**src/rtl/tagseq_pkg.sv**
```systemverilog
`timescale 1ns/1ps
package tagseq_pkg;

  typedef enum logic {
    SEQ_IDLE = 1'b0,
    SEQ_RUN  = 1'b1
  } seqState_t;

  // Strobes from control to datapath, one cycle each
  typedef struct packed {
    logic load;     // capture an accepted instruction
    logic step;     // hand over a non-final element
    logic finish;   // hand over the final element
    logic csrOpen;  // CSR writes may land this cycle
  } seqStrobes_t;

  localparam int NUM_OPERANDS = 3;  // rd, rs1, rs2

endpackage

```
**src/rtl/tagSeqCtrl.sv**
```systemverilog
`timescale 1ns/1ps
module tagSeqCtrl
  import tagseq_pkg::*;
(
  input  logic        clk,
  input  logic        rstN,
  input  logic        inValid,
  input  logic        uopReady,
  input  logic        lastElem,
  output logic        inReady,
  output logic        uopValid,
  output logic        pcAdvance,
  output seqStrobes_t strobes
);

  seqState_t stateQ, stateD;
  logic busy;
  logic fire;

  always_comb begin
    busy           = (stateQ == SEQ_RUN);
    fire           = busy && uopReady;
    inReady        = !busy;
    uopValid       = busy;
    strobes.load    = !busy && inValid;
    strobes.step    = fire && !lastElem;
    strobes.finish  = fire && lastElem;
    strobes.csrOpen = !busy;
    pcAdvance      = strobes.finish;
  end

  always_comb begin
    stateD = stateQ;
    unique case (stateQ)
      SEQ_IDLE: if (strobes.load)   stateD = SEQ_RUN;
      SEQ_RUN:  if (strobes.finish) stateD = SEQ_IDLE;
      default:  stateD = SEQ_IDLE;
    endcase
  end

  always_ff @(posedge clk) begin
    if (!rstN) stateQ <= SEQ_IDLE;
    else       stateQ <= stateD;
  end

  // the PC moves only with the final element's handshake
  a_r6_pc_on_last: assert property (@(posedge clk) disable iff (!rstN)
    pcAdvance |-> (uopValid && uopReady && lastElem));

  // no new instruction while elements are outstanding
  a_r8_ready_low: assert property (@(posedge clk) disable iff (!rstN)
    uopValid |-> !inReady);

  // the run ends right after its final element
  a_r3_run_ends: assert property (@(posedge clk) disable iff (!rstN)
    pcAdvance |=> (!uopValid && inReady));

  // a stalled element stays presented
  a_r8_stall_hold: assert property (@(posedge clk) disable iff (!rstN)
    (uopValid && !uopReady) |=> uopValid);

endmodule

```
**src/rtl/tagSeqDatapath.sv**
```systemverilog
`timescale 1ns/1ps
module tagSeqDatapath
  import tagseq_pkg::*;
#(
  parameter int NUM_REGS = 32,
  parameter int OP_W     = 8,
  parameter int VL_W     = 8,
  localparam int REG_W   = $clog2(NUM_REGS)
) (
  input  logic              clk,
  input  logic              rstN,
  input  seqStrobes_t       strobes,
  input  logic [OP_W-1:0]   inOp,
  input  logic [REG_W-1:0]  inRd,
  input  logic [REG_W-1:0]  inRs1,
  input  logic [REG_W-1:0]  inRs2,
  input  logic              csrWrEn,
  input  logic              csrWrKind,
  input  logic [REG_W-1:0]  csrWrIdx,
  input  logic [VL_W-1:0]   csrWrData,
  input  logic              uopValid,
  output logic [OP_W-1:0]   uopOp,
  output logic [REG_W-1:0]  uopRd,
  output logic [REG_W-1:0]  uopRs1,
  output logic [REG_W-1:0]  uopRs2,
  output logic              uopWrEn,
  output logic              uopHint,
  output logic [VL_W-1:0]   uopVl,
  output logic [VL_W-1:0]   uopIdx,
  output logic              uopLast,
  output logic              uopWrap,
  output logic              lastElem
);

  localparam int SUM_W = ((VL_W > REG_W) ? VL_W : REG_W) + 1;

  // Architectural CSR state
  logic [NUM_REGS-1:0] tagTable;
  logic [VL_W-1:0]     vlReg;

  // Snapshot of the accepted instruction
  logic [REG_W-1:0]        baseQ [NUM_OPERANDS];
  logic [NUM_OPERANDS-1:0] tagQ;
  logic [OP_W-1:0]         opQ;
  logic [VL_W-1:0]         vlQ;
  logic [VL_W-1:0]         countQ;
  logic [VL_W-1:0]         idxQ;

  logic [NUM_OPERANDS-1:0] tagLookup;
  logic [VL_W-1:0]         countD;

  always_comb begin
    tagLookup = {tagTable[inRs2], tagTable[inRs1], tagTable[inRd]};
    countD    = ((|tagLookup) && (vlReg > VL_W'(1))) ? vlReg : VL_W'(1);
  end

  // CSR port: only lands between instructions
  always_ff @(posedge clk) begin
    if (!rstN) begin
      tagTable <= '0;
      vlReg    <= VL_W'(1);
    end else if (csrWrEn && strobes.csrOpen) begin
      if (csrWrKind) vlReg <= csrWrData;
      else           tagTable[csrWrIdx] <= csrWrData[0];
    end
  end

  // Instruction capture and element counter
  always_ff @(posedge clk) begin
    if (!rstN) begin
      for (int k = 0; k < NUM_OPERANDS; k++) baseQ[k] <= '0;
      tagQ   <= '0;
      opQ    <= '0;
      vlQ    <= '0;
      countQ <= VL_W'(1);
      idxQ   <= '0;
    end else if (strobes.load) begin
      baseQ[0] <= inRd;
      baseQ[1] <= inRs1;
      baseQ[2] <= inRs2;
      tagQ     <= tagLookup;
      opQ      <= inOp;
      vlQ      <= vlReg;
      countQ   <= countD;
      idxQ     <= '0;
    end else if (strobes.step) begin
      idxQ <= idxQ + VL_W'(1);
    end
  end

  // Per-operand element register numbers
  logic [REG_W-1:0]        elemReg [NUM_OPERANDS];
  logic [NUM_OPERANDS-1:0] wrapVec;

  for (genvar g = 0; g < NUM_OPERANDS; g++) begin : gOperand
    logic [SUM_W-1:0] sum;
    assign sum        = SUM_W'(baseQ[g]) + SUM_W'(idxQ);
    assign elemReg[g] = tagQ[g] ? sum[REG_W-1:0] : baseQ[g];
    assign wrapVec[g] = tagQ[g] && (sum >= SUM_W'(NUM_REGS));
  end

  logic rdIsZero;

  always_comb begin
    rdIsZero = (baseQ[0] == '0);
    lastElem = (idxQ == countQ - VL_W'(1));
    uopOp    = opQ;
    uopRd    = rdIsZero ? '0 : elemReg[0];
    uopRs1   = elemReg[1];
    uopRs2   = elemReg[2];
    uopHint  = rdIsZero;
    uopWrEn  = !rdIsZero;
    uopVl    = vlQ;
    uopIdx   = idxQ;
    uopLast  = uopValid && lastElem;
    uopWrap  = (wrapVec[0] && !rdIsZero) || wrapVec[1] || wrapVec[2];
  end

  // tags and length stay frozen while a run is in progress
  a_r9_csr_frozen: assert property (@(posedge clk) disable iff (!rstN)
    !strobes.csrOpen |=> ($stable(tagTable) && $stable(vlReg)));

  // the index moves by exactly one per non-final handshake
  a_r8_idx_step: assert property (@(posedge clk) disable iff (!rstN)
    strobes.step |=> (uopIdx == $past(uopIdx) + VL_W'(1)));

  // an untagged source does not move between elements
  a_r5_untagged_hold: assert property (@(posedge clk) disable iff (!rstN)
    (!strobes.load && !tagQ[1] && !tagQ[2]) |=> ($stable(uopRs1) && $stable(uopRs2)));

  // hint elements never carry a nonzero destination
  a_r7_hint_rd: assert property (@(posedge clk) disable iff (!rstN)
    (uopValid && uopHint) |-> (uopRd == '0 && !uopWrEn));

endmodule

```
**src/rtl/tagIssueSeq.sv**
```systemverilog
`timescale 1ns/1ps
module tagIssueSeq
  import tagseq_pkg::*;
#(
  parameter int NUM_REGS = 32,
  parameter int OP_W     = 8,
  parameter int VL_W     = 8,
  localparam int REG_W   = $clog2(NUM_REGS)
) (
  input  logic              clk,
  input  logic              rstN,
  input  logic              inValid,
  output logic              inReady,
  input  logic [OP_W-1:0]   inOp,
  input  logic [REG_W-1:0]  inRd,
  input  logic [REG_W-1:0]  inRs1,
  input  logic [REG_W-1:0]  inRs2,
  input  logic              csrWrEn,
  input  logic              csrWrKind,
  input  logic [REG_W-1:0]  csrWrIdx,
  input  logic [VL_W-1:0]   csrWrData,
  output logic              uopValid,
  input  logic              uopReady,
  output logic [OP_W-1:0]   uopOp,
  output logic [REG_W-1:0]  uopRd,
  output logic [REG_W-1:0]  uopRs1,
  output logic [REG_W-1:0]  uopRs2,
  output logic              uopWrEn,
  output logic              uopHint,
  output logic [VL_W-1:0]   uopVl,
  output logic [VL_W-1:0]   uopIdx,
  output logic              uopLast,
  output logic              uopWrap,
  output logic              pcAdvance
);

  seqStrobes_t strobes;
  logic        lastElem;

  tagSeqCtrl u_ctrl (
    .clk       (clk),
    .rstN      (rstN),
    .inValid   (inValid),
    .uopReady  (uopReady),
    .lastElem  (lastElem),
    .inReady   (inReady),
    .uopValid  (uopValid),
    .pcAdvance (pcAdvance),
    .strobes   (strobes)
  );

  tagSeqDatapath #(
    .NUM_REGS (NUM_REGS),
    .OP_W     (OP_W),
    .VL_W     (VL_W)
  ) u_dp (
    .clk       (clk),
    .rstN      (rstN),
    .strobes   (strobes),
    .inOp      (inOp),
    .inRd      (inRd),
    .inRs1     (inRs1),
    .inRs2     (inRs2),
    .csrWrEn   (csrWrEn),
    .csrWrKind (csrWrKind),
    .csrWrIdx  (csrWrIdx),
    .csrWrData (csrWrData),
    .uopValid  (uopValid),
    .uopOp     (uopOp),
    .uopRd     (uopRd),
    .uopRs1    (uopRs1),
    .uopRs2    (uopRs2),
    .uopWrEn   (uopWrEn),
    .uopHint   (uopHint),
    .uopVl     (uopVl),
    .uopIdx    (uopIdx),
    .uopLast   (uopLast),
    .uopWrap   (uopWrap),
    .lastElem  (lastElem)
  );

endmodule

```
**config.mk**
```make
export PLATFORM = sky130hd
export DESIGN_NAME = tagIssueSeq
export DESIGN_NICKNAME = d
export VERILOG_FILES = /design/src/rtl/tagseq_pkg.sv /design/src/rtl/tagSeqCtrl.sv /design/src/rtl/tagSeqDatapath.sv /design/src/rtl/tagIssueSeq.sv
export SDC_FILE = /design/constraint.sdc
export NUM_CORES = 1
export LEC_CHECK = 0
export ABC_CLOCK_PERIOD_IN_PS = 6000
export BUFFER_PORTS_ARGS = -buffer_cell sky130_fd_sc_hd__buf_2
export CAP_MARGIN = 10
export CORE_MARGIN = 5
export CORE_UTILIZATION = 40
export CTS_BUF_LIST = sky130_fd_sc_hd__clkbuf_16
export CTS_CLUSTER_SIZE = 16
export DETAILED_ROUTE_END_ITERATION = 10
export PLACE_DENSITY = 0.68
export SLEW_MARGIN = 20
export SYNTH_ARGS = -nofsm -noshare
export SYNTH_HDL_FRONTEND = slang
export SYNTH_SLANG_ARGS = --single-unit
```
**constraint.sdc**
```tcl
create_clock -name clk -period 6 [get_ports clk]
set_input_delay 0.6 -clock clk [delete_from_list [all_inputs] [get_ports clk]]
set_output_delay 0.6 -clock clk [all_outputs]
set_load 0.05 [all_outputs]
```
; Word level (Yosys, flattened, before mapping)
; Memories as Yosys holds them, arrays and structs flattened.
; Cells that the tools add are included.
[op_classes]
addsub = 5
order_cmp = 9
n_eq_ne = 1
n_mux = 23
bitwise = 6
n_reduce_logical = 22
[ops]
columns = cell, count
row1 = $mux W5, 7
row2 = $bwmux W32, 1
row3 = $add A5 B8 Y9, 3
row4 = $ge A9 B6 Y1 const B, 3
row5 = $lt A5 B6 Y1 const B, 4
row6 = $bmux W1 S5, 3
row7 = $logic_and A1 B1 Y1, 12
row8 = $mux W1, 9
row9 = $add A8 B1 Y8 const B, 1
row10 = $eq A8 B8 Y1, 1
row11 = $gt A8 B1 Y1 const B, 1
row12 = $mux W8, 1
row13 = $sub A8 B1 Y8 const B, 1
row14 = $demux W1 S5, 1
row15 = $ge A5 B1 Y1 const B, 1
row16 = $logic_not A5 Y1, 1
row17 = $reduce_and A2 Y1, 2
row18 = $logic_not A1 Y1, 3
row19 = $not A1 Y1, 3
row20 = $or A1 B1 Y1, 3
row21 = $reduce_or A3 Y1, 1
row22 = $logic_or A1 B1 Y1, 2
row23 = $pmux W1 S2, 1
row24 = $reduce_or A2 Y1, 1
[totals]
ff_bits = 76
ramBits = 15
wordCells = 75
mem_count = 1
[mem_list]
columns = memory, words, width, rd, rd_clocked_by_memory_dff, write_ports, line
row1 = u_dp.baseQ, 3, 5, 3, 0, 3, tagSeqDatapath.sv:42  ; logic [REG_W-1:0] baseQ [NUM_OPERANDS];

; Logic depth before layout (Yosys ltp)
[logic_depth]
depth_word = 6
mapped_depth = 9
depth_no_buf = 9

; Hierarchy
; From an unflattened synthesis, not the netlist that was laid out.
[hier_totals]
cells_unflattened = 644
area_unflattened_um2 = 5637.9
[modules_own_cells]
columns = mod, n_inst, cells_per_inst, area_per_inst_um2, seq_area_each_um2
row1 = tagSeqDatapath, 1, 634, 5560.3, 1951.9
row2 = tagSeqCtrl, 1, 10, 77.6, 20.0

; Worst setup path after synthesis
; Ideal clock, no wire load.
[synth_timing]
kind = register to output
startpoint = register u_dp.idxQ[1], in the netlist u_dp.uopIdx[1]
endpoint = output port uopWrap
t_arrival_ps = 2733
required_ps = 5400
path_slack_ps = 2667
path_stages_with_launch = 9
n_path_buf = 0
cell_sequence = dfxtp_1 ha_1 a21o_1 a21oi_1 nor2b_1 o21ai_0 mux2_2 o41ai_1 nand3_1
[synth_between]
elab_chain_len = 6
elab_cells_between_ends = 12
[synth_lines]
columns = element, line
row1 = from (decl), tagSeqDatapath.sv:47  ; logic [VL_W-1:0] idxQ;
row2 = from (signal assigned), tagSeqDatapath.sv:87  ; idxQ <= idxQ + VL_W'(1);
row3 = $add A5 B8 Y9, tagSeqDatapath.sv:97  ; assign sum = SUM_W'(baseQ[g]) + SUM_W'(idxQ);
row4 = $ge A9 B6 Y1, tagSeqDatapath.sv:99  ; assign wrapVec[g] = tagQ[g] && (sum >= SUM_W'(NUM_REGS));
row5 = $logic_and A1 B1 Y1, tagSeqDatapath.sv:99
row6 = $logic_and A1 B1 Y1, tagSeqDatapath.sv:116  ; uopWrap = (wrapVec[0] && !rdIsZero) || wrapVec[1] || wrapVec[2];
row7 = $logic_or A1 B1 Y1, tagSeqDatapath.sv:116
row8 = $logic_or A1 B1 Y1 *, tagSeqDatapath.sv:116
row9 = to (decl), tagIssueSeq.sv:33  ; output logic uopWrap,
; Mark *: on every way between the ends. The rest lies on a longest branch, timed or not.

; Final worst setup path
; Same ends and word-level chain as after synthesis.

==> summary.md <==
| Metric | Value |
|---|---|
| Antenna violations before repair | `0` |
| Final antenna-violating net count | `0` |
| Worst Hold Class | `in2reg` |
| 1st-iter DRT viols | `315` |
| Clk pwr share | `36.8%` |
| Setup TNS | `0 ps` |
| Post-Route WL | `14800 um` |
| Setup slack, reg-to-reg | `3540 ps` |
| Worst reg2reg path depth | `9` |
| Area share of the largest cell type after synthesis | `about 28%` |
| Max-slew violations | `0` |
| Syn_nets | `678` |
| Worst skew pair latency | `340 ps` |
| Hold depth | `2` |
| Critical path data required time | `5400 ps` |
| Hold_sp | `inOp[2]` |
| Initial DRT Pass Iterations | `5` |
| CTS Buf Count | `9` |
| Number of max-cap violations | `0` |
| GRT Overall Usage | `18.3%` |
| Min Clock Period, post-route | `3480 ps` |
| Area growth syn-to-layout | `14.2%` |
| Top cells by area, synth | `dfxtp_1, mux2i_1, edfxtp_1, nand2_1, ha_1` |
| Post-Syn Area per Cell | `8.95 sq um` |
| Max Clk Rate | `287 MHz` |
| Crit path DAT | `2880 ps` |
| Number of global-route vias before repair | `4833` |
| Die W | `127 um` |
| Reg-to-Reg End | `u_dp.uopIdx[5]` |
| HPWL Detailed | `about 11000 um` |
| Cell area power density | `231 mW/mm^2` |
| Vias | `4793` |
| Non-Filler Instances | `approximately 860` |
| Avg WL per Cell | `17.2 um` |
| Slowest cell on the critical path | `dfxtp_1` |
| Primary FF master, synth | `dfxtp_1` |
| Setup crit start kind | `register` |
| Vias per std cell | `5.55` |
| Yosys warning total | `0` |
| Netlist cell types | `60` |
| Crit end category | `output port` |
| I/O Pins | `88` |
| Normalized max-slew margin | `50.2%` |
| P_leak | `2.65 nW` |
| Min-Delay Endpoint | `u_dp.uopOp[2]` |
| Max clock buf depth | `2` |
| Worst Path Max Fanout | `11` |
| Pint | `around 1.0 mW` |
| Remaining DRCs | `0` |
| H-tree depth | `3` |
| Routability cong. | `between 0.8 and 0.9` |
| Logic pwr share | `between 15 and 20%` |
| Post-CTS Resized | `0` |
| Post-synthesis instance area | `0.00552 sq mm` |
| Core area | `between 0.01 and 0.015 sq mm` |
| Share of cells above drive strength 1 | `about 18%` |
| Setup CP Type | `reg2out` |
| Die Y | `approximately 130 um` |
| # rows | `between 40 and 50` |
| Starting Density | `between 40 and 50%` |
| Final setup fails | `0` |
| Largest net degree at the start of global routing | `45` |
| # port buffers | `87` |
| Synth Register Bits | `91` |
| Clock root buffer master | `clkbuf_16` |
| Net switching power figure | `0.447 mW` |
| Worst-path cell chain | `ha_1 > a21o_1 > a21oi_1 > nor2b_1 > o21ai_0 > mux2_2 > o41ai_1 > nand3_1 > buf_2` |
| Postcts setup bufs | `0` |
| Hold_buf cts | `0` |
| Die Area | `0.0162 sq mm` |
| Flop pwr share | `a little under half` |
| Final period util | `58.0%` |
| TritonCTS clock tree | `built` |
| Sink Count | `91` |
| Crit path max-delay family | `compound AO/OA/AOI/OAI gates` |
| Max Clock Skew | `6.73 ps` |
| # diodes | `0` |
| Critical R2R Launch | `u_dp.countQ[0]` |
| Slew @ Worst Pin | `747 ps` |
| Peak supply drop | `around 0.13 mV` |
| RSZ-0062 raised after global routing | `no` |
| Overflow left after global routing | `0` |
| Status | `complete, no violations` |
| Placed cell count | `848` |
| WP buf/inv | `1` |
| Hold Vio Cnt, Final | `0` |
| Number of synthesized flops with an enable pin | `15` |
| Sw frac | `30.7%` |
| Clock transition at the registers of the reported paths | `~70 ps` |
| Sequential fraction of the synthesis area | `a little over a third` |
| Nets | `741` |
| Dominant cell type by area after synthesis | `dfxtp_1` |
| Mapped Cells | `616` |
| First-pass GRT wire length | `24200 um` |
| Max incr delay on CP | `580 ps` |
| Post-synth ARST share | `0%` |
==> registers in the layout (all words and copies together), names as in the netlist <==
name / cells
u_ctrl.uopValid: 1
u_dp.uopOp: 8
u_dp.countQ: 8
u_dp.tagTable: 32
u_dp.baseQ: 15
u_dp.uopIdx: 8
u_dp.vlReg: 8
u_dp.uopVl: 8
u_dp.tagQ: 3
==> how the worst max path moves through the flow <==
stage                     slack [ps]  depth (start not counted)      end      startpoint
after global placement          2920                          9  uopWrap  u_dp.uopIdx[0]
after floorplan                 2670                          8  uopWrap  u_dp.uopIdx[1]
after global routing            2320                          9  uopWrap  u_dp.uopIdx[1]
final                           2520                          9  uopWrap  u_dp.uopIdx[1]
after detailed placement        2870                          9  uopWrap  u_dp.uopIdx[1]
after CTS                       2490                          9  uopWrap  u_dp.uopIdx[1]
==> logic make-up (layout without fill, tap and decap cells) <==
group,Yosys count,count (layout),synth area share [%]
AO/OA/AOI/OAI,133,133,17.2
XOR/XNOR,21,21,3.33
adder cells (fa/ha/maj),20,20,4.95
buffers and inverters,47,115,3.68
flip-flops,91,91,35.8
multiplexers,71,71,13.1
AND/OR/NAND/NOR,233,233,22.0
==> layout by cell type (no fill, tap or decap), drive strengths merged, types with 18 or more instances in the layout <==
cell type	count
buf	88
dfxtp	76
nand2	74
mux2i	62
nor2	33
nor2b	28
a21boi	28
o21ai	28
nand3	26
and2	23
a22o	18
==> power groups by stage <==
stage	clock network [mW]	registers, mW	logic, mW
after floorplan	0	0.686	0.176
after global placement	0	0.673	0.253
after detailed placement	0	0.675	0.258
after CTS	0.546	0.661	0.259
after global routing	0.573	0.664	0.278
final	0.535	0.661	0.258
==> final cells by class <==
cell class / count / area (sq um)
clock buffers: 9 / 225
clock inverters: 7 / 51.3
fillers: 1357 / 7420
inverters: 11 / 41.3
multi-input cells: 478 / 3340
flip-flops and latches: 91 / 1970
well taps: 180 / 225
repair buffers: 88 / 443
==> Yosys cell counts, types with 3 or more instances <==
cell,instances
dfxtp_1,76
nand2_1,74
mux2i_1,62
nor2_1,32
a21boi_0,28
nor2b_1,28
o21ai_0,27
clkbuf_1,26
nand3_1,26
and2_1,22
a22o_1,18
a21oi_1,17
ha_1,17
edfxtp_1,15
xnor2_1,13
a22oi_1,11
inv_1,11
mux2_2,9
nand4_1,8
xor2_1,8
a32o_1,7
buf_2,6
or3_1,6
a2111oi_0,5
a21o_1,5
nand2b_1,5
nor3_1,5
and3_1,3
fa_1,3
or4_1,3
==> layer usage <==
layer | up-vias | GRT usage [%] | wire length (um)
met4 | 0 | 6.25 | 225
met3 | 17 | 4.26 | 832
met2 | 112 | 30.5 | 7240
met5 | - | 0 | 0
li1 | 2358 | - | -
met1 | 2306 | 23.3 | 6530
==> worst register-to-register path: stages, from the launching register on <==
cell and delay (ps):
dfxtp_1 410, inv_1 80, ha_1 270, o21ba_2 220, a22oi_1 200, o2111ai_1 190, nor4_4 570, nor3_4 120
nand4_1 150, mux2i_1 190
==> metrics by stage <==
stage | hold slack [ps] | total power [mW] | area, sq um | setup WS, ps | utilization, %
after floorplan | 459 | 0.862 | 5520 | 2670 | -
after global placement | 456 | 0.926 | 6020 | 2920 | 43.9
after detailed placement | 460 | 0.933 | 6020 | 2870 | 43.9
after CTS | 447 | 1.47 | 6300 | 2490 | 45.9
after global routing | 468 | 1.51 | 6300 | 2320 | 45.9
final | 465 | 1.45 | 6300 | 2520 | 45.9
(Power assumes the default switching activity.)
